$ cat src/rtl/pmr_pkg.sv
package pmr_pkg;

    localparam int REG_W = 16;
    localparam int CFG_W = 5;

    // strobe lanes fed to the shared rising-edge detector
    localparam int N_STB    = 4;
    localparam int STB_CFG  = 0;
    localparam int STB_ADV  = 1;
    localparam int STB_RST  = 2;
    localparam int STB_DONE = 3;

    // control register bit positions
    localparam int B_UNIDIR  = 5;
    localparam int B_RESTART = 9;
    localparam int B_ISO     = 10;
    localparam int B_PWRDN   = 11;
    localparam int B_ANEN    = 12;
    localparam int B_LOOP    = 14;

    localparam logic [REG_W-1:0] CTRL_RST = 16'h1000;

    // vector lane -> control register position
    function automatic int cfg_pos(input int lane);
        case (lane)
            0:       return B_UNIDIR;
            1:       return B_LOOP;
            2:       return B_PWRDN;
            3:       return B_ISO;
            default: return B_ANEN;
        endcase
    endfunction

    typedef enum logic {IRQ_WAIT, IRQ_PEND} irq_state_t;
    typedef enum logic {LVL_OFF, LVL_ON}    lvl_state_t;

endpackage

$ cat src/rtl/pmr_rise_det.sv
module pmr_rise_det #(
    parameter int N = 4
) (
    input  logic         clk,
    input  logic         rst_n,
    input  logic [N-1:0] level,
    output logic [N-1:0] rise
);
    logic [N-1:0] hist_q;

    // history starts low so a strobe already high counts as an edge
    always_ff @(posedge clk or negedge rst_n) begin
        if (!rst_n) hist_q <= '0;
        else        hist_q <= level;
    end

    assign rise = level & ~hist_q;
endmodule

$ cat src/rtl/pmr_ctrl_reg.sv
module pmr_ctrl_reg
    import pmr_pkg::*;
(
    input  logic             clk,
    input  logic             rst_n,
    input  logic             wr_hit,
    input  logic [REG_W-1:0] wr_data,
    input  logic [CFG_W-1:0] cfg_vec,
    input  logic             cfg_rise,
    input  logic             restart_rise,
    output logic [REG_W-1:0] reg_q
);
    logic [REG_W-1:0] cfg_mask;
    logic [REG_W-1:0] cfg_bits;
    logic [REG_W-1:0] reg_d;

    // scatter the vector lanes onto their register positions
    always_comb begin
        cfg_mask = '0;
        cfg_bits = '0;
        for (int i = 0; i < CFG_W; i++) begin
            cfg_mask[cfg_pos(i)] = 1'b1;
            cfg_bits[cfg_pos(i)] = cfg_vec[i];
        end
    end

    always_comb begin
        reg_d = reg_q;
        reg_d[B_RESTART] = 1'b0;            // restart bit self-clears
        if (cfg_rise)
            reg_d = (reg_d & ~cfg_mask) | cfg_bits;   // vector edge beats a write
        else if (wr_hit)
            reg_d = wr_data;
        if (restart_rise)
            reg_d[B_RESTART] = 1'b1;
    end

    always_ff @(posedge clk or negedge rst_n) begin
        if (!rst_n) reg_q <= CTRL_RST;
        else        reg_q <= reg_d;
    end
endmodule

$ cat src/rtl/pmr_adv_reg.sv
module pmr_adv_reg
    import pmr_pkg::*;
#(
    parameter logic [REG_W-1:0] RST_VAL = 16'h0020
) (
    input  logic             clk,
    input  logic             rst_n,
    input  logic             wr_hit,
    input  logic [REG_W-1:0] wr_data,
    input  logic [REG_W-1:0] adv_vec,
    input  logic             adv_rise,
    output logic [REG_W-1:0] reg_q
);
    logic [REG_W-1:0] reg_d;

    always_comb begin
        if (adv_rise)    reg_d = adv_vec;
        else if (wr_hit) reg_d = wr_data;
        else             reg_d = reg_q;
    end

    always_ff @(posedge clk or negedge rst_n) begin
        if (!rst_n) reg_q <= RST_VAL;
        else        reg_q <= reg_d;
    end
endmodule

$ cat src/rtl/pmr_done_fsm.sv
module pmr_done_fsm
    import pmr_pkg::*;
#(
    parameter bit HAS_MGMT   = 1'b1,
    parameter bit IRQ_EN_RST = 1'b1
) (
    input  logic clk,
    input  logic rst_n,
    input  logic an_done,
    input  logic done_rise,
    input  logic ictl_hit,
    input  logic ctl_en,
    input  logic ctl_clr,
    input  logic restart_pulse,
    output logic irq
);
    if (HAS_MGMT) begin : g_latched
        irq_state_t st_q, st_d;
        logic       en_q;
        logic       unused_lat;

        assign unused_lat = ^{an_done, restart_pulse};

        always_ff @(posedge clk or negedge rst_n) begin
            if (!rst_n) begin
                st_q <= IRQ_WAIT;
                en_q <= IRQ_EN_RST;
            end else begin
                st_q <= st_d;
                if (ictl_hit) en_q <= ctl_en;
            end
        end

        always_comb begin
            st_d = st_q;
            unique case (st_q)
                IRQ_WAIT: if (done_rise) st_d = IRQ_PEND;
                IRQ_PEND: if (ictl_hit && ctl_clr && !done_rise) st_d = IRQ_WAIT;
                default:  st_d = IRQ_WAIT;
            endcase
        end

        always_comb irq = (st_q == IRQ_PEND) && en_q;

    end else begin : g_level
        lvl_state_t st_q, st_d;
        logic       unused_lvl;

        assign unused_lvl = ^{done_rise, ictl_hit, ctl_en, ctl_clr};

        always_ff @(posedge clk or negedge rst_n) begin
            if (!rst_n) st_q <= LVL_OFF;
            else        st_q <= st_d;
        end

        always_comb begin
            st_d = st_q;
            unique case (st_q)
                LVL_OFF: if (an_done && !restart_pulse) st_d = LVL_ON;
                LVL_ON:  if (!an_done || restart_pulse) st_d = LVL_OFF;
                default: st_d = LVL_OFF;
            endcase
        end

        always_comb irq = (st_q == LVL_ON);
    end
endmodule

$ cat src/rtl/phy_mgmt_regs.sv
module phy_mgmt_regs
    import pmr_pkg::*;
#(
    parameter bit               HAS_MGMT   = 1'b1,
    parameter int               ADDR_W     = 5,
    parameter int               ICTL_ADDR  = 16,
    parameter logic [15:0]      ADV_RST    = 16'h0020,
    parameter bit               IRQ_EN_RST = 1'b1
) (
    input  logic              clk,
    input  logic              rst_n,
    input  logic              wr_en,
    input  logic [ADDR_W-1:0] wr_addr,
    input  logic [15:0]       wr_data,
    input  logic [4:0]        cfg_vec,
    input  logic              cfg_stb,
    input  logic [15:0]       adv_vec,
    input  logic              adv_stb,
    input  logic              restart_stb,
    input  logic              an_done,
    output logic [15:0]       reg0_q,
    output logic [15:0]       reg4_q,
    output logic              an_irq
);
    localparam logic [ADDR_W-1:0] A_CTRL = ADDR_W'(0);
    localparam logic [ADDR_W-1:0] A_ADV  = ADDR_W'(4);
    localparam logic [ADDR_W-1:0] A_ICTL = ADDR_W'(ICTL_ADDR);

    logic [N_STB-1:0] stb_vec;
    logic [N_STB-1:0] rise_vec;
    logic             wr_ok;
    logic             hit_ctrl, hit_adv, hit_ictl;

    assign stb_vec[STB_CFG]  = cfg_stb;
    assign stb_vec[STB_ADV]  = adv_stb;
    assign stb_vec[STB_RST]  = restart_stb;
    assign stb_vec[STB_DONE] = an_done;

    // without a management interface the write port is dead
    assign wr_ok    = HAS_MGMT && wr_en;
    assign hit_ctrl = wr_ok && (wr_addr == A_CTRL);
    assign hit_adv  = wr_ok && (wr_addr == A_ADV);
    assign hit_ictl = wr_ok && (wr_addr == A_ICTL);

    pmr_rise_det #(.N(N_STB)) u_edges (
        .clk   (clk),
        .rst_n (rst_n),
        .level (stb_vec),
        .rise  (rise_vec)
    );

    pmr_ctrl_reg u_ctrl (
        .clk          (clk),
        .rst_n        (rst_n),
        .wr_hit       (hit_ctrl),
        .wr_data      (wr_data),
        .cfg_vec      (cfg_vec),
        .cfg_rise     (rise_vec[STB_CFG]),
        .restart_rise (rise_vec[STB_RST]),
        .reg_q        (reg0_q)
    );

    pmr_adv_reg #(.RST_VAL(ADV_RST)) u_adv (
        .clk      (clk),
        .rst_n    (rst_n),
        .wr_hit   (hit_adv),
        .wr_data  (wr_data),
        .adv_vec  (adv_vec),
        .adv_rise (rise_vec[STB_ADV]),
        .reg_q    (reg4_q)
    );

    pmr_done_fsm #(.HAS_MGMT(HAS_MGMT), .IRQ_EN_RST(IRQ_EN_RST)) u_done (
        .clk           (clk),
        .rst_n         (rst_n),
        .an_done       (an_done),
        .done_rise     (rise_vec[STB_DONE]),
        .ictl_hit      (hit_ictl),
        .ctl_en        (wr_data[0]),
        .ctl_clr       (wr_data[1]),
        .restart_pulse (reg0_q[B_RESTART]),
        .irq           (an_irq)
    );
endmodule

$ cat config.mk
export PLATFORM = sky130hd
export DESIGN_NAME = phy_mgmt_regs
export DESIGN_NICKNAME = d
export VERILOG_FILES = /design/src/rtl/pmr_pkg.sv /design/src/rtl/pmr_rise_det.sv /design/src/rtl/pmr_ctrl_reg.sv /design/src/rtl/pmr_adv_reg.sv /design/src/rtl/pmr_done_fsm.sv /design/src/rtl/phy_mgmt_regs.sv
export SDC_FILE = /design/constraint.sdc
export NUM_CORES = 1
export LEC_CHECK = 0
export CELL_PAD_IN_SITES_DETAIL_PLACEMENT = 0
export CELL_PAD_IN_SITES_GLOBAL_PLACEMENT = 1
export CORE_ASPECT_RATIO = 1.5
export CORE_UTILIZATION = 27
export CTS_CLUSTER_SIZE = 12
export DETAILED_ROUTE_END_ITERATION = 8
export PLACE_DENSITY_LB_ADDON = 0.12
export SLEW_MARGIN = 20
export SYNTH_ARGS = -nofsm -noshare
export SYNTH_HDL_FRONTEND = slang
export SYNTH_SLANG_ARGS = --single-unit
export TNS_END_PERCENT = 30
$ cat constraint.sdc
create_clock -name clk -period 1.2 [get_ports clk]
set_input_delay 0.24 -clock clk [delete_from_list [all_inputs] [get_ports clk]]
set_output_delay 0.24 -clock clk [all_outputs]
set_load 0.03 [all_outputs]
## Word level (Yosys, flattened, before mapping)

Index checks and enable logic that the tools add are counted.

- Bits in registers: 38
- Bits of input ports: 49
- Word-level logic and storage cells: 30

- Eq/ne operators: 2
- Multiplexer cells: 8
- Bitwise gates (word level): 4
- Reduce and logical (&&, ||, !) cells: 10

Operator list:

| cell | number |
|---|---|
| $mux W16 | 4 |
| $or A16 B15 Y16 | 1 |
| $logic_and A1 B1 Y1 | 6 |
| $eq A5 B3 Y1 const B | 1 |
| $eq A5 B5 Y1 const B | 1 |
| $logic_not A5 Y1 | 1 |
| $and A4 B4 Y4 | 1 |
| $not A4 Y4 | 1 |
| $reduce_bool A2 Y1 | 2 |
| $mux W1 | 3 |
| $pmux W1 S2 | 1 |
| $logic_not A1 Y1 | 1 |
| $not A1 Y1 | 1 |

## Logic depth before layout (Yosys ltp)

Gate-level depths: netlist of run 1.

- Depth after elaboration: 6
- Mapped depth: 5

## By module

Synthesis of run 1 repeated with hierarchy kept, for this count alone.

- Cell total of the unflattened synthesis: 134
- Area total of the unflattened synthesis: 1721.7 µm²

Modules (own cells, without submodules):

| module | instances | cells an instance | area each (µm²) |
|---|---|---|---|
| pmr_adv_reg | 1 | 69 | 745.7 |
| pmr_ctrl_reg | 1 | 47 | 693.2 |
| pmr_rise_det | 1 | 8 | 155.1 |
| pmr_done_fsm | 1 | 6 | 83.8 |
| phy_mgmt_regs | 1 | 4 | 43.8 |

## Worst setup path after synthesis of run 1

No wires, ideal clock.

- Path kind: input -> register
- Start: in wr_addr[4]
- End: reg u_ctrl.reg_q[8]
- Setup time: 0.128 ns
- Arrival time: 1.300 ns
- Slack: -0.228 ns
- Stages on the path: 4
- Path through: nor4b_4 > nand3_2 > buf_2 > mux2_1

- Longest elaborated chain between the ends: 3

RTL lines:

| item | RTL line | text |
|---|---|---|
| start, declared | phy_mgmt_regs.sv:13 | `input logic [ADDR_W-1:0] wr_addr,` |
| $logic_not A5 Y1 | phy_mgmt_regs.sv:41 | `assign hit_ctrl = wr_ok && (wr_addr == A_CTRL);` |
| $logic_and A1 B1 Y1 | phy_mgmt_regs.sv:41 |  |
| $reduce_bool A2 Y1 (no source line) | -- |  |
| end signal, assigned | pmr_ctrl_reg.sv:40 | `else reg_q <= reg_d;` |
| end, declared | pmr_ctrl_reg.sv:11 | `output logic [REG_W-1:0] reg_q` |

Every way passes these cells.
A chain may end at the register's enable or synchronous reset.

## Worst setup path in the final report of run 1

- Start: reg u_done.g_latched.en_q
- End: out an_irq

- Longest elaborated chain between the ends: 1

RTL lines:

| item | RTL line | text |
|---|---|---|
| start, declared | pmr_done_fsm.sv:19 | `logic en_q;` |
| start signal, assigned | pmr_done_fsm.sv:30 | `if (ictl_hit) en_q <= ctl_en;` |
| $logic_and A1 B1 Y1 | pmr_done_fsm.sv:43 | `always_comb irq = (st_q == IRQ_PEND) && en_q;` |
| end, declared | phy_mgmt_regs.sv:23 | `output logic an_irq` |

Every way passes these cells.

==> impl_metrics.py, run 1 <==
metrics = {
    "die": {
        "design.die.area_um2": 6990,
        "fp.dieH_um": 102,
        "start_util": 0.279,
        "fp.coreArea_um2": 6440,
        "pin_count": 82,
        "rows": 36,
        "chipWidth_um": 68.6,
    },
    "pwr": {
        "pwr-share-comb": 0.295,
        "p_switching_mw": 1.22,
        "ir_worst_vdd_mv": 0.734,
        "powerDensity_nw_per_um2": 1400,
        "seqPwrFrac": 0.375,
        "p_int_mw": 2.94,
        "power_leakage_nw": 1.35,
        "switching_share": 0.293,
        "pwr-share-clk": 0.330,
    },
    "run": {
        "maxCapViolCount": 0,
    },
    "layout": {
        "finalInstanceArea_um2": 2980,
        "n_antenna_cell": 0,
        "area_delta_synth_final_pct": 66.0,
        "layout-drive-gt1-share": 0.374,
        "nets": 310,
    },
    "worst_setup_path": {
        "critPathKind": "flop to output port",
        "critPathLaunchType": "flop",
        "critPathArrivalTime_ns": 1.07,
        "path_max_fanout": 2,
        "end_kind": "output port",
        "rr_worst_depth": 4,
        "required_ns": 0.96,
    },
    "logic_synthesis": {
        "synth.avg_cell_area_um2": 10.9,
        "synth_area_um2": 1800,
        "synth-warning-count": 0,
        "synth_seq_cells": 38,
        "syn_inst": 165,
        "yosysSeqAreaShare": 0.532,
        "synth_cell_types": 28,
        "synth_fp_nets": 214,
    },
    "timing": {
        "setup_ws_ns": -0.111,
        "fin_worst_skew_ns": 0.0106,
        "maxSlewHeadroom": 0.793,
        "finalCriticalPeriod_ns": 1.31,
        "final-hold-violation-count": 0,
        "finalCritPeriodShare": 1.09,
        "whs_ns": 0.256,
        "setup_viol": 14,
        "drv_slew": 0,
        "clock.fmax_mhz": 763,
        "rsz0062_at_grt": "yes",
        "tightest_slew_ns": 0.309,
    },
    "cts": {
        "path_clk_slew_ns": 0.09,
        "cts_buffers": 5,
        "ctsLongestPathBuffers": 2,
        "cts_root_buf": "clkbuf_8",
        "clk_latency_ns": 0.29,
        "cts_tree": "yes",
        "htree_levels": 2,
        "cts.sinks": 38,
    },
    "routing": {
        "vias_per_cell": 4.82,
        "dr.pass1.iters": 4,
        "drc": 0,
        "num_vias": 1628,
        "drtIter0Drc": 63,
        "postRouteAntennaNets": 0,
        "routed_wl_um": 5260,
        "wl_per_cell_um": 15.6,
    },
    "min_path": {
        "min_path_type": "input pin to flop",
        "hold_depth": 1,
    },
    "place": {
        "place_congestion": 0.716,
        "post-dp-hpwl_um": 3750,
        "placed_cell_area_um2": 2720,
        "port_buffers": 81,
    },
    "global_routing": {
        "grt_pass1_wl_um": 8110,
        "grt_max_degree": 39,
        "grt_pass1_vias": 1659,
        "grtUsageTotal": 0.161,
        "antenna_found_initial": 0,
        "gr-total-overflow": 0,
    },
    "outcome": {
        "violations": "negative setup slack",
        "outcome": "complete, but fails checks",
    },
}
==> per-stage QoR <==
step / setup WS (ns) / std cells / util / total power [mW] / TNS, ns
after global placement: -0.757 / 326 / 0.422 / 2.74 / -21.73
after detailed placement: -0.801 / 326 / 0.422 / 2.75 / -23.00
after floorplan: -0.181 / 165 / - / 2.16 / -4.55
after CTS: -0.117 / 337 / 0.456 / 4.16 / -0.312
final: -0.111 / 338 / 0.463 / 4.16 / -0.194
after global routing: -0.135 / 338 / 0.463 / 4.35 / -0.878
==> area by class of cell <==
| class | instances | area, um^2 |
|---|---|---|
| Clock inverter | 2 | 60.1 |
| Tap cell | 76 | 95.1 |
| Sequential cell | 38 | 955 |
| Timing Repair Buffer | 100 | 931 |
| Inverter | 3 | 11.3 |
| Fill cell | 634 | 3460 |
| Clock buffer | 6 | 82.6 |
| Multi-Input combinational cell | 113 | 846 |
==> critical path, stage by stage, from the launching register on <==
cell	delay, ns
dfstp_2	0.53
and2_4	0.13
buf_6	0.12
==> flip-flops by register name (all words and copies together) (netlist names) <==
name	cells
u_done.g_latched.st_q	1
u_done.g_latched.en_q	1
u_ctrl.reg_q	16
u_adv.reg_q	16
u_edges.hist_q	4
==> synthesized netlist by cell type, drive strengths merged <==
cell / instances / area (um^2)
a22o: 1 / 8.76
nor2b: 1 / 6.26
clkbuf: 9 / 33.8
nand2b: 3 / 18.8
o211ai: 26 / 245
nand3: 7 / 40.0
nand2: 26 / 97.6
and2: 2 / 12.5
nor4b: 1 / 23.8
nor2: 10 / 37.5
o21ai: 8 / 40.0
nand4b: 3 / 26.3
buf: 3 / 23.8
or2: 2 / 15.0
dfrtp: 35 / 876
or4b: 1 / 13.8
nand4: 1 / 6.26
mux2: 11 / 124
dfstp: 3 / 78.8
a31oi: 8 / 50.1
o22ai: 1 / 6.26
inv: 3 / 11.3
==> layer usage <==
metal  part of all wire  vias to the layer above  GRT usage
li1                   -                      785          -
met1               0.42                      782      0.189
met5                  0                        -          0
met2               0.51                       56      0.275
met4              0.014                        0     0.0593
met3              0.063                        5     0.0413
==> final timing paths <==
| kind | start | endpoint | slack, ns |
|---|---|---|---|
| hold reg to reg | u_edges.hist_q[2] | u_ctrl.reg_q[9] | 0.44 |
| max in group asynchronous | rst_n | u_ctrl.reg_q[12] | 0.50 |
| setup reg to reg | u_edges.hist_q[0] | u_ctrl.reg_q[8] | -0.01 |
| hold / removal | cfg_stb | u_edges.hist_q[0] | 0.26 |
| setup / recovery | u_done.g_latched.en_q | an_irq | -0.11 |
| min in group asynchronous | rst_n | u_ctrl.reg_q[0] | 0.44 |
==> repair_timing <==
item / CTS / global route
hold buffers: 1 / 0
setup endpoints to repair: 36 / 32
endpoints found under the hold margin: 35 / 0
pin swaps: 15 / 3
gates cloned: 1 / 0
setup buffers: 1 / 1
resized for setup: 39 / 15
==> placed cells by master (no fill, tap or decap), types with 5 or more instances in the layout <==
master / count
nand2_1: 26
nor2_1: 9
clkdlybuf4s50_1: 40
nand3_1: 6
a31oi_1: 8
dfrtp_1: 35
clkbuf_8: 6
o211ai_2: 10
o21ai_1: 5
buf_4: 42
mux2_4: 10
o211ai_1: 16
buf_6: 7
==> logic make-up after synthesis <==
family	share of synthesized area
flops	0.532
mux	0.0690
compound gates	0.195
buf+inv	0.0383
simple gates	0.166
==> power groups by stage <==
stage               clock network [mW]  registers (mW)  logic, mW
floorplan                            0            1.88      0.289
global placement                     0            1.58       1.16
detailed placement                   0            1.58       1.17
CTS                               1.40            1.56       1.20
global route                      1.46            1.58       1.31
finish                            1.37            1.56       1.23
No activity file was read; power rests on OpenSTA's default activity.
==> run 2, diff against run 1 <==
--- a/config.mk
+++ b/config.mk
@@ -8,10 +8,12 @@
 export CELL_PAD_IN_SITES_DETAIL_PLACEMENT = 0
 export CELL_PAD_IN_SITES_GLOBAL_PLACEMENT = 1
 export CORE_ASPECT_RATIO = 1.5
-export CORE_UTILIZATION = 27
+export CORE_UTILIZATION = 34
+export CTS_BUF_LIST = sky130_fd_sc_hd__clkbuf_8
 export CTS_CLUSTER_SIZE = 12
 export DETAILED_ROUTE_END_ITERATION = 8
 export PLACE_DENSITY_LB_ADDON = 0.12
+export RECOVER_POWER = 100
 export SLEW_MARGIN = 20
 export SYNTH_ARGS = -nofsm -noshare
 export SYNTH_HDL_FRONTEND = slang
==> constraint.sdc (replaced) <==
create_clock -name clk -period 1.7 [get_ports clk]
set_input_delay 0.34 -clock clk [delete_from_list [all_inputs] [get_ports clk]]
set_output_delay 0.34 -clock clk [all_outputs]
set_load 0.03 [all_outputs]
==> impl_metrics.py, run 2 (synthesis results as in run 1) <==
metrics = {
    "outcome": {
        "outcome": "complete, no violations",
    },
    "pwr": {
        "ir_worst_vdd_mv": 0.654,
        "powerDensity_nw_per_um2": 937,
        "power_leakage_nw": 1.22,
    },
    "cts": {
        "cts_setup_buffers": 0,
        "cts_buffers": 5,
        "path_clk_slew_ns": 0.08,
        "cts_root_buf": "clkbuf_8",
        "ctsLongestPathBuffers": 2,
        "cts.sinks": 38,
        "clk_latency_ns": 0.29,
        "cts_tree": "yes",
        "htree_levels": 2,
    },
    "routing": {
        "vias_per_cell": 5.08,
        "wl_per_cell_um": 15.8,
        "dr.pass1.iters": 4,
        "highest_layer": "met4",
        "routed_wl_um": 5230,
        "wl_met3_um": 350,
        "drc": 0,
        "drtIter0Drc": 93,
        "wl_met2_um": 2760,
        "postRouteAntennaNets": 0,
        "m1WireLength_um": 2010,
        "num_vias": 1677,
    },
    "die": {
        "fp.dieH_um": 91,
        "fp.coreArea_um2": 5120,
        "chipWidth_um": 61.3,
        "pin_count": 82,
        "design.die.area_um2": 5580,
        "rows": 32,
        "start_util": 0.350,
    },
    "timing": {
        "setup_viol": 0,
        "finalCritPeriodShare": 0.988,
        "clock.fmax_mhz": 595,
        "fin_worst_skew_ns": 0.00754,
        "final-hold-violation-count": 0,
        "rsz0062_at_grt": "no",
        "setup_ws_ns": 0.0196,
        "maxSlewHeadroom": 0.652,
        "finalCriticalPeriod_ns": 1.68,
        "drv_slew": 0,
        "tightest_slew_ns": 0.522,
        "finalSetupTns_ns": 0,
    },
    "worst_setup_path": {
        "rrSetupSlack_ns": 0.32,
        "end_kind": "output port",
        "crit_family": "buffers and inverters",
        "critPathBufInv": 1,
        "critPathArrivalTime_ns": 1.34,
        "path_max_fanout": 2,
        "critPathKind": "flop to output port",
        "required_ns": 1.36,
        "cp_slowest_cell": "clkdlybuf4s50_1",
        "critPathLaunchType": "flop",
        "cpPeakStageDelay_ns": 0.68,
        "path_cells": "clkdlybuf4s50_1",
    },
    "global_routing": {
        "grt_max_degree": 33,
        "grt_pass1_vias": 1715,
        "gr-total-overflow": 0,
        "grt_pass1_wl_um": 7870,
        "grtUsageTotal": 0.193,
        "antenna_found_initial": 0,
    },
    "layout": {
        "fill_cells": 494,
        "layout.cells.non_filler": 330,
        "layout_common_cells": "clkdlybuf4s50_1 (56), dfrtp_1 (35), nand2_1 (26)",
        "nets": 310,
        "area_delta_synth_final_pct": 58.7,
        "finalInstanceArea_um2": 2850,
        "top_regs": "u_adv.reg_q (16), u_ctrl.reg_q (16), u_edges.hist_q (4)",
        "n_antenna_cell": 0,
        "utilization": 0.556,
        "mostFrequentLayoutCell": "clkdlybuf4s50_1",
        "layout-drive-gt1-share": 0.202,
    },
    "min_path": {
        "min_path_type": "flop to flop",
    },
    "place": {
        "post-dp-hpwl_um": 3880,
        "placed_cell_area_um2": 2790,
        "place_ws_ns": -0.353,
        "place_congestion": 0.784,
        "port_buffers": 81,
        "dp_cells": 320,
    },
    "run": {
        "maxCapViolCount": 0,
    },
}
## run 2: cell types whose count changed in the layout (fill, tap and decap cells not counted), sizes merged
cell,previous run,this run
clkbuf,6,24
clkdlybuf4s50,40,56
dlygate4sd3,1,6
clkdlybuf4s15,0,1
or2,3,2
bufinv,2,1
clkinvlp,0,2
dlymetal6s2s,0,4
buf,56,12
## run 2: metal layers
metal / vias up / global-route usage
li1: 792 / -
met1: 799 / 0.218
met2: 75 / 0.327
met3: 11 / 0.0456
met4: 0 / 0.0907
met5: - / 0
## run 2: final cells by class
cell class	instances	area [um^2]	area share
Sequential cell	38	955	0.335
Multi-Input combinational cell	112	767	0.269
Clock inverter	3	45.0	0.0158
Clock buffer	5	68.8	0.0241
Timing Repair Buffer	101	918	0.322
Tap cell	68	85.1	0.0299
Inverter	3	11.3	0.00395
## run 2: metrics by stage
step	power [mW]	hold WS, ns
6_report	2.67	0.443
5_1_grt	2.78	0.453
4_1_cts	2.76	0.448
3_5_place_dp	1.98	0.317
3_3_place_gp	1.96	0.309
2_1_floorplan	1.52	0.0444
## run 2: worst paths after layout
check	start	depth (start not counted)	end
hold reg to reg	u_edges.hist_q[2]	1	u_ctrl.reg_q[9]
min in group asynchronous	rst_n	2	u_ctrl.reg_q[1]
hold / removal	u_edges.hist_q[2]	1	u_ctrl.reg_q[9]
setup / recovery	u_adv.reg_q[13]	1	reg4_q[13]
setup reg to reg	u_edges.hist_q[0]	4	u_ctrl.reg_q[1]
max in group asynchronous	rst_n	3	u_ctrl.reg_q[12]
## run 2: repair_timing
item,CTS,global route
hold buffers,1,0
resized for setup,6,17
cloned,0,1
endpoints found under the setup margin,11,27
pin swaps,6,3
hold endpoints to repair,3,0
## run 2: where the power goes
group          leakage [nW]  internal [mW]  total (mW)  switching (mW)
clock network        0.0504          0.437       0.774           0.338
registers             0.457           1.03        1.09          0.0632
logic                 0.711          0.357       0.803           0.446
total                  1.22           1.82        2.67           0.847
==> run 3, diff against run 2 <==
==> constraint.sdc (replaced) <==
create_clock -name clk -period 2.1 [get_ports clk]
set_input_delay 0.42 -clock clk [delete_from_list [all_inputs] [get_ports clk]]
set_output_delay 0.42 -clock clk [all_outputs]
set_load 0.03 [all_outputs]
==> impl_metrics.py, run 3 (synthesis results as in run 1) <==
metrics = {
    "pwr": {
        "ir_worst_vdd_mv": 0.490,
        "power_mw": 2.14,
        "power_leakage_nw": 1.19,
        "powerDensity_nw_per_um2": 761,
    },
    "worst_setup_path": {
        "crit_family": "buffers and inverters",
        "critPathLaunchType": "flop",
        "critPathBufInv": 1,
        "cpPeakStageDelay_ns": 0.66,
        "end_kind": "output port",
        "path_max_fanout": 2,
        "critPathKind": "flop to output port",
        "required_ns": 1.68,
        "cp_slowest_cell": "clkdlybuf4s50_1",
        "path_cells": "and2_1, clkdlybuf4s50_1",
        "critPathArrivalTime_ns": 1.59,
    },
    "routing": {
        "vias_per_cell": 5.06,
        "wl_per_cell_um": 15.3,
        "drc": 0,
        "drtIter0Drc": 68,
        "dr.pass1.iters": 4,
        "postRouteAntennaNets": 0,
        "num_vias": 1644,
        "routed_wl_um": 4970,
    },
    "timing": {
        "final-hold-violation-count": 0,
        "whs_ns": 0.442,
        "maxSlewHeadroom": 0.0395,
        "setup_viol": 0,
        "clock.fmax_mhz": 498,
        "tightest_slew_ns": 1.44,
        "finalSetupTns_ns": 0,
        "fin_worst_skew_ns": 0.00735,
        "finalCritPeriodShare": 0.957,
        "drv_slew": 0,
        "rsz0062_at_grt": "no",
        "finalCriticalPeriod_ns": 2.01,
    },
    "run": {
        "maxCapViolCount": 0,
    },
    "layout": {
        "n_antenna_cell": 0,
        "top_regs": "u_adv.reg_q (16), u_ctrl.reg_q (16), u_edges.hist_q (4)",
        "mostFrequentLayoutCell": "clkdlybuf4s50_1",
        "utilization": 0.550,
        "layout.cells.non_filler": 325,
        "fill_cells": 504,
        "layout_common_cells": "clkdlybuf4s50_1 (42), dlygate4sd3_1 (38), dfrtp_1 (35)",
        "layout-drive-gt1-share": 0.171,
        "area_delta_synth_final_pct": 57.1,
        "nets": 305,
    },
    "global_routing": {
        "gr-total-overflow": 0,
        "grt_max_degree": 33,
        "antenna_found_initial": 0,
        "grt_pass1_wl_um": 8050,
        "grtUsageTotal": 0.193,
        "grt_pass1_vias": 1746,
    },
    "place": {
        "post-dp-hpwl_um": 3750,
        "place_congestion": 0.767,
        "port_buffers": 81,
        "dp_cells": 317,
    },
    "cts": {
        "htree_levels": 2,
        "cts_root_buf": "clkbuf_8",
        "hold_buffers": 0,
        "cts_setup_buffers": 0,
        "cts.sinks": 38,
        "cts_buffers": 5,
        "cts_tree": "yes",
        "path_clk_slew_ns": 0.08,
        "clk_latency_ns": 0.29,
        "ctsLongestPathBuffers": 2,
        "cts_resized": 0,
    },
    "die": {
        "start_util": 0.350,
        "fp.coreArea_um2": 5120,
        "rows": 32,
        "chipWidth_um": 61.3,
        "design.die.area_um2": 5580,
        "pin_count": 82,
        "fp.dieH_um": 91,
    },
    "min_path": {
        "min_path_type": "flop to flop",
    },
    "outcome": {
        "outcome": "complete, no violations",
    },
}
==> run 3: final timing paths <==
check	to	depth (start not counted)	slack [ns]	start
max in group asynchronous	u_adv.reg_q[7]	2	0.68	rst_n
worst min-delay path	u_ctrl.reg_q[9]	1	0.44	u_edges.hist_q[2]
worst max register to register	u_ctrl.reg_q[3]	4	0.60	u_edges.hist_q[0]
worst min register to register	u_ctrl.reg_q[9]	1	0.44	u_edges.hist_q[2]
worst max-delay path	an_irq	2	0.09	u_done.g_latched.en_q
min in group asynchronous	u_adv.reg_q[1]	1	0.45	rst_n
==> run 3: layout make-up <==
class / count / area [um^2] / share of cell area
Clock inverter: 3 / 40.0 / 0.0142
Tap cell: 68 / 85.1 / 0.0302
Clock buffer: 5 / 68.8 / 0.0244
Timing Repair Buffer: 96 / 892 / 0.316
Multi-Input combinational cell: 112 / 768 / 0.272
Inverter: 3 / 11.3 / 0.00399
Sequential cell: 38 / 955 / 0.339
==> run 3: worst reg2reg max path, stage by stage, from the launching register on <==
cell and delay (ns):
dfrtp_1 0.36, nand2b_1 0.18, nand3_2 0.08, clkbuf_1 0.36, mux2_2 0.40
==> run 3: routing by layer <==
layer,vias to the layer above,routed length [um],global-route usage
met1,803,1960,0.223
met4,0,69,0.0667
met2,56,2610,0.335
met5,-,0,0
li1,778,-,-
met3,7,327,0.0470
==> run 3: power by group <==
part	internal, mW	switching [mW]	leakage, nW
Combinational	0.290	0.356	0.679
Sequential	0.834	0.0467	0.457
Clock	0.350	0.268	0.0579
Total	1.47	0.671	1.19
==> run 3: per-stage QoR <==
stage	worst slack, ns	cell area [um^2]
floorplan	0.492	1800
global placement	0.0408	2740
detailed placement	-0.00350	2740
CTS	0.0805	2850
global route	0.0338	2820
finish	0.0900	2820
